<file path="src/rtl/fp_box_pkg.sv">
package fp_box_pkg;
  typedef enum logic [1:0] {
    CTX_OFF   = 2'd0,
    CTX_INIT  = 2'd1,
    CTX_CLEAN = 2'd2,
    CTX_DIRTY = 2'd3
  } ctx_e;
endpackage

</file>
<file path="src/rtl/fp_nan_box.sv">
module fp_nan_box #(
  parameter int unsigned FLEN = 64,
  parameter int unsigned SLEN = 32
) (
  input  logic            single_i,
  input  logic [FLEN-1:0] data_i,
  output logic [FLEN-1:0] data_o
);
  localparam int unsigned HI = FLEN - SLEN;

  always_comb begin
    data_o = data_i;
    if (single_i) data_o = {{HI{1'b1}}, data_i[SLEN-1:0]};
  end
endmodule

</file>
<file path="src/rtl/fp_nan_unbox.sv">
module fp_nan_unbox #(
  parameter int unsigned FLEN      = 64,
  parameter int unsigned SLEN      = 32,
  parameter logic [31:0] CANON_NAN = 32'h7FC0_0000
) (
  input  logic [FLEN-1:0] raw_i,
  output logic [SLEN-1:0] op_o,
  output logic [FLEN-1:0] box_o
);
  localparam int unsigned HI = FLEN - SLEN;

  logic boxed_ok;
  assign boxed_ok = &raw_i[FLEN-1:SLEN];
  assign op_o     = boxed_ok ? raw_i[SLEN-1:0] : CANON_NAN[SLEN-1:0];
  assign box_o    = {{HI{1'b1}}, op_o};
endmodule

</file>
<file path="src/rtl/fp_ctx_track.sv">
module fp_ctx_track
  import fp_box_pkg::*;
(
  input  logic       clk_i,
  input  logic       rst_ni,
  input  logic       ld_i,
  input  logic [1:0] ld_val_i,
  input  logic       mark_i,
  output logic [1:0] ctx_o,
  output logic       sd_o
);
  ctx_e ctx_q;
  logic sd_q;

  always_ff @(posedge clk_i or negedge rst_ni) begin
    if (!rst_ni) begin
      ctx_q <= CTX_OFF;
      sd_q  <= 1'b0;
    end else if (ld_i) begin
      ctx_q <= ctx_e'(ld_val_i);
      sd_q  <= (ld_val_i == 2'd3);
    end else if (mark_i) begin
      ctx_q <= CTX_DIRTY;
      sd_q  <= 1'b1;
    end
  end

  assign ctx_o = ctx_q;
  assign sd_o  = sd_q;


  mark_sets_dirty_chk: assert property (@(posedge clk_i) disable iff (!rst_ni)
    (mark_i && !ld_i) |=> (ctx_o == 2'd3 && sd_o));


  dirty_sticky_chk: assert property (@(posedge clk_i) disable iff (!rst_ni)
    (ctx_o == 2'd3 && !ld_i) |=> (ctx_o == 2'd3));


  summary_match_chk: assert property (@(posedge clk_i) disable iff (!rst_ni)
    sd_o == (ctx_o == 2'd3));
endmodule

</file>
<file path="src/rtl/fp_box_ctx.sv">
module fp_box_ctx #(
  parameter int unsigned FLEN       = 64,
  parameter int unsigned SLEN       = 32,
  parameter logic [31:0] CANON_NAN  = 32'h7FC0_0000,
  parameter bit          HAS_SHADOW = 1'b1
) (
  input  logic            clk_i,
  input  logic            rst_ni,
  input  logic            wr_valid_i,
  input  logic            wr_single_i,
  input  logic [FLEN-1:0] wr_data_i,
  output logic [FLEN-1:0] wr_data_o,
  output logic            wr_en_o,
  input  logic            rd_valid_i,
  input  logic [FLEN-1:0] rd_raw_i,
  output logic [SLEN-1:0] rd_op_o,
  output logic [FLEN-1:0] rd_box_o,
  input  logic            virt_en_i,
  input  logic            ld_i,
  input  logic            ld_shadow_i,
  input  logic [1:0]      ld_val_i,
  output logic [1:0]      ctx_o,
  output logic            sum_dirty_o,
  output logic [1:0]      shadow_ctx_o,
  output logic            shadow_sum_dirty_o,
  output logic            illegal_o
);
  localparam int unsigned HI = FLEN - SLEN;
  localparam logic [FLEN-1:0] BOX_FLOOR = {{HI{1'b1}}, {SLEN{1'b0}}};

  logic ctx_off, clean_or_init, mark_pri, mark_sh;

  assign ctx_off       = (ctx_o == 2'd0);
  assign clean_or_init = (ctx_o == 2'd1) || (ctx_o == 2'd2);
  assign wr_en_o       = wr_valid_i && !ctx_off;
  assign illegal_o     = (wr_valid_i || rd_valid_i) && ctx_off;
  assign mark_pri      = wr_valid_i && clean_or_init;
  assign mark_sh       = mark_pri && virt_en_i;

  fp_nan_box #(.FLEN(FLEN), .SLEN(SLEN)) i_box (
    .single_i (wr_single_i),
    .data_i   (wr_data_i),
    .data_o   (wr_data_o)
  );

  fp_nan_unbox #(.FLEN(FLEN), .SLEN(SLEN), .CANON_NAN(CANON_NAN)) i_unbox (
    .raw_i (rd_raw_i),
    .op_o  (rd_op_o),
    .box_o (rd_box_o)
  );

  fp_ctx_track i_pri (
    .clk_i    (clk_i),
    .rst_ni   (rst_ni),
    .ld_i     (ld_i && !ld_shadow_i),
    .ld_val_i (ld_val_i),
    .mark_i   (mark_pri),
    .ctx_o    (ctx_o),
    .sd_o     (sum_dirty_o)
  );

  generate
    if (HAS_SHADOW) begin : g_shadow
      fp_ctx_track i_sh (
        .clk_i    (clk_i),
        .rst_ni   (rst_ni),
        .ld_i     (ld_i && ld_shadow_i),
        .ld_val_i (ld_val_i),
        .mark_i   (mark_sh),
        .ctx_o    (shadow_ctx_o),
        .sd_o     (shadow_sum_dirty_o)
      );
    end else begin : g_no_shadow
      assign shadow_ctx_o       = 2'd0;
      assign shadow_sum_dirty_o = 1'b0;
    end
  endgenerate


  no_wr_when_off_chk: assert property (@(posedge clk_i) disable iff (!rst_ni)
    wr_en_o |-> (ctx_o != 2'd0 && !illegal_o));


  off_stays_off_chk: assert property (@(posedge clk_i) disable iff (!rst_ni)
    (ctx_o == 2'd0 && !ld_i) |=> (ctx_o == 2'd0));


  rd_box_upper_chk: assert property (@(posedge clk_i) disable iff (!rst_ni)
    rd_box_o >= BOX_FLOOR);


  shadow_dirty_chk: assert property (@(posedge clk_i) disable iff (!rst_ni)
    (wr_valid_i && virt_en_i && !ld_i && (ctx_o == 2'd1 || ctx_o == 2'd2))
      |=> (!HAS_SHADOW || (shadow_ctx_o == 2'd3 && shadow_sum_dirty_o)));


  shadow_quiet_chk: assert property (@(posedge clk_i) disable iff (!rst_ni)
    (!virt_en_i && !ld_i) |=> $stable(shadow_ctx_o));
endmodule

</file>
<file path="config.mk">
export PLATFORM = sky130hd
export DESIGN_NAME = fp_box_ctx
export DESIGN_NICKNAME = d
export VERILOG_FILES = /design/src/rtl/fp_box_pkg.sv /design/src/rtl/fp_nan_box.sv /design/src/rtl/fp_nan_unbox.sv /design/src/rtl/fp_ctx_track.sv /design/src/rtl/fp_box_ctx.sv
export SDC_FILE = /design/constraint.sdc
export NUM_CORES = 1
export LEC_CHECK = 0
export ABC_CLOCK_PERIOD_IN_PS = 2700
export CORE_AREA = 2 2 119 121
export CTS_BUF_LIST = sky130_fd_sc_hd__clkbuf_2
export DETAILED_ROUTE_END_ITERATION = 7
export DIE_AREA = 0 0 121 123
export PLACE_DENSITY = 0.55
export SLEW_MARGIN = 5
export SYNTH_ARGS = -nofsm -noshare
export SYNTH_HDL_FRONTEND = slang
export SYNTH_HIERARCHICAL = 1
export SYNTH_SLANG_ARGS = --single-unit
</file>
<file path="constraint.sdc">
create_clock -name clk_i -period 2.7 [get_ports clk_i]
set_clock_uncertainty 0.1 [all_clocks]
set_input_delay 0.54 -clock clk_i [delete_from_list [all_inputs] [get_ports clk_i]]
set_output_delay 0.54 -clock clk_i [all_outputs]
set_load 0.02 [all_outputs]
</file>
==> out/qor.yml <==
status: "complete, but fails checks"
violations: "setup timing"
maxCapViolCount: 0
cts_sinks: 6
synth-compound-area-share: 0.0228
power_density_mw_per_mm2: 161
start_kind: "input port"
die_w_um: 121
dp_hpwl_mm: 5.90
die_y_um: 123
finalWorstSetupSlack_ps: -171
synth-edff-count: 0
worstSkewPairLatency_ps: 220
antenna_cells: 0
first_pass_iters: 4
setup_viol: 53
crit_arrival_ps: 2230
crit_type: "input port to primary output"
grt_first_pass_wirelength_mm: 10.6
synth_top_family_by_area: "buffers and inverters"
numCtsBuffers: 3
syn_inst: 236
avgSynthCellArea_sq_um: 6.97
final.period_utilization: 1.06
dieArea_sq_mm: 0.0149
power_w: 0.000646
path_clk_slew_ps: 70
num_vias: 2060
final_cell_area_sq_mm: 0.00401
area_growth_pct: 144
rsz0062_at_grt: "true"
setup.worst_path.start: "rd_raw_i[61]"
grt_start_max_net_pins: 21
cts_max_level: 1
yosys_warnings: 6
worstRegToRegCells: 5
final_max_slew_viol_count: 0
timing.rr.start: "i_pri/ctx_o[0]$_DFFE_PN0P_"
cts_hold_buf: 0
dpl-instance-area_sq_mm: 0.00333
synth-simple-area-share: 0.327
hold_violations: 0
synthTopCellsByCount: "buf_4 (98), or2_1 (32), inv_1 (25)"
fin_nets: 548
synth-xor-area-share: 0
cp.required_ps: 2060
synth_adder_area_share: 0.00761
fill_cells: 1408
worstSetupEndpointType: "primary output"
synth_most_common_cell: "buf_4"
synthesis.area_sq_mm: 0.00164
ys.flop_type: "dfrtp_1"
antenna_found_initial: 0
gp_congestion: 0.739
coreArea_sq_mm: 0.0136
period_needed_ps: 2870
wl_mm: 8.24
clockBufferDepth: 2
portBuffers: 209
drive_gt1_frac: 0.386
grt_overflow: 0
p_leak_nw: 1.88
reg2reg_slack_ps: 1390
synth_top_area_frac: 0.447
synth_cell_types: 22
wl_per_cell_um: 14.0
vias_per_cell: 3.51
max_freq_mhz: 348
synth_seq_cells: 6
num_io_pins: 306
yosysSeqAreaShare: 0.0913
synth.area.top_cells: "buf_4 (45%), or2_1 (12%), dfrtp_1 (9.1%), nor3_1 (6.4%), inv_1 (5.7%)"
hold_path.class: "input port to async pin"
postRouteAntennaNets: 0
start_util: 0.121
drc: 0
ir_drop_v: 0.000245
crit_fanout: 6
yosys.area.top_type: "buf_4"
async_flop_share: 1.00
muxShareOfSynthArea: 0
first_iter_violations: 44
cts_tree: "built"
rows: 43
grt.total_usage: 0.0900
r2r_end: "g_shadow.i_sh/ctx_o[0]$_DFFE_PN0P_"
cts_root_buf: "clkbuf_2"
grt_pass1_vias: 1972
==> routing by layer <==
layer | vias up | share of wire | global-route usage
met3 | 32 | 0.13 | 0.0411
met1 | 896 | 0.31 | 0.0801
met2 | 167 | 0.51 | 0.171
met4 | 0 | 0.045 | 0.0436
met5 | - | 0 | 0
li1 | 965 | - | -
==> layout make-up <==
class	count	area (sq um)	area share
clock buffers	3	15.0	0.00375
inverters	25	93.8	0.0234
multi-input cells	131	990	0.247
flip-flops and latches	6	150	0.0375
well taps	180	225	0.0562
repair buffers	242	2530	0.632
==> worst max-delay path by stage <==
stage,endpoint
3_5_place_dp,rd_op_o[20]
4_1_cts,rd_op_o[26]
5_1_grt,rd_box_o[28]
6_report,rd_box_o[28]
3_3_place_gp,rd_box_o[18]
2_1_floorplan,rd_op_o[10]
==> metrics by stage <==
step	TNS, ps	instances	hold WS (ps)	utilization	setup WS (ps)
6_report	-3570	587	457	0.294	-171
2_1_floorplan	-3410	267	144	-	-201
3_3_place_gp	-57000	555	444	0.245	-1000
4_1_cts	-5080	570	452	0.262	-188
3_5_place_dp	-58250	555	450	0.245	-992
5_1_grt	-6400	587	443	0.294	-214
==> cell families (layout without fill, tap and decap cells) <==
logic type,Yosys count,after routing
other,1,32
buffers and inverters,130,270
AOI/OAI and AO/OA,7,7
adders and majority gates,1,1
DFF,6,6
and+or+nand+nor,91,91
==> what timing repair did <==
item                                    in CTS  in global routing
setup buffers                                8                 16
endpoints found under the setup margin      64                 64
hold endpoints to repair                     0                  0
cloned                                       4                  1
pin swaps                                   17                 30
resized for setup                          458                110
==> critical path, cell delays in order <==
cell	delay (ps)
dlygate4sd2_1	190
nand4_1	90
or4_4	580
buf_12	170
buf_16	120
or3_4	390
buf_6	140
==> registers in the layout (all words and copies together), names as in the netlist <==
name,count
i_pri/ctx_o,2
g_shadow.i_sh/ctx_o,2
i_pri/sd_o,1
g_shadow.i_sh/sd_o,1
==> power breakdown <==
part / total (W) / switching (W) / internal (W)
sequential: 0.000128 / 0.0000156 / 0.000113
clock: 0.0000639 / 0.0000338 / 0.0000302
combinational: 0.000454 / 0.000211 / 0.000243
total: 0.000646 / 0.000260 / 0.000386
==> layout by cell type, fill, tap and decap left out, types with 8 or more instances in the layout <==
master and instances:
inv_1 25, or2_1 32, clkdlybuf4s50_1 113, buf_4 10, nor3_4 23, buf_6 80, clkbuf_2 16, nand4_1 8
conb_1 32
Power figures use the tool's default switching activity.
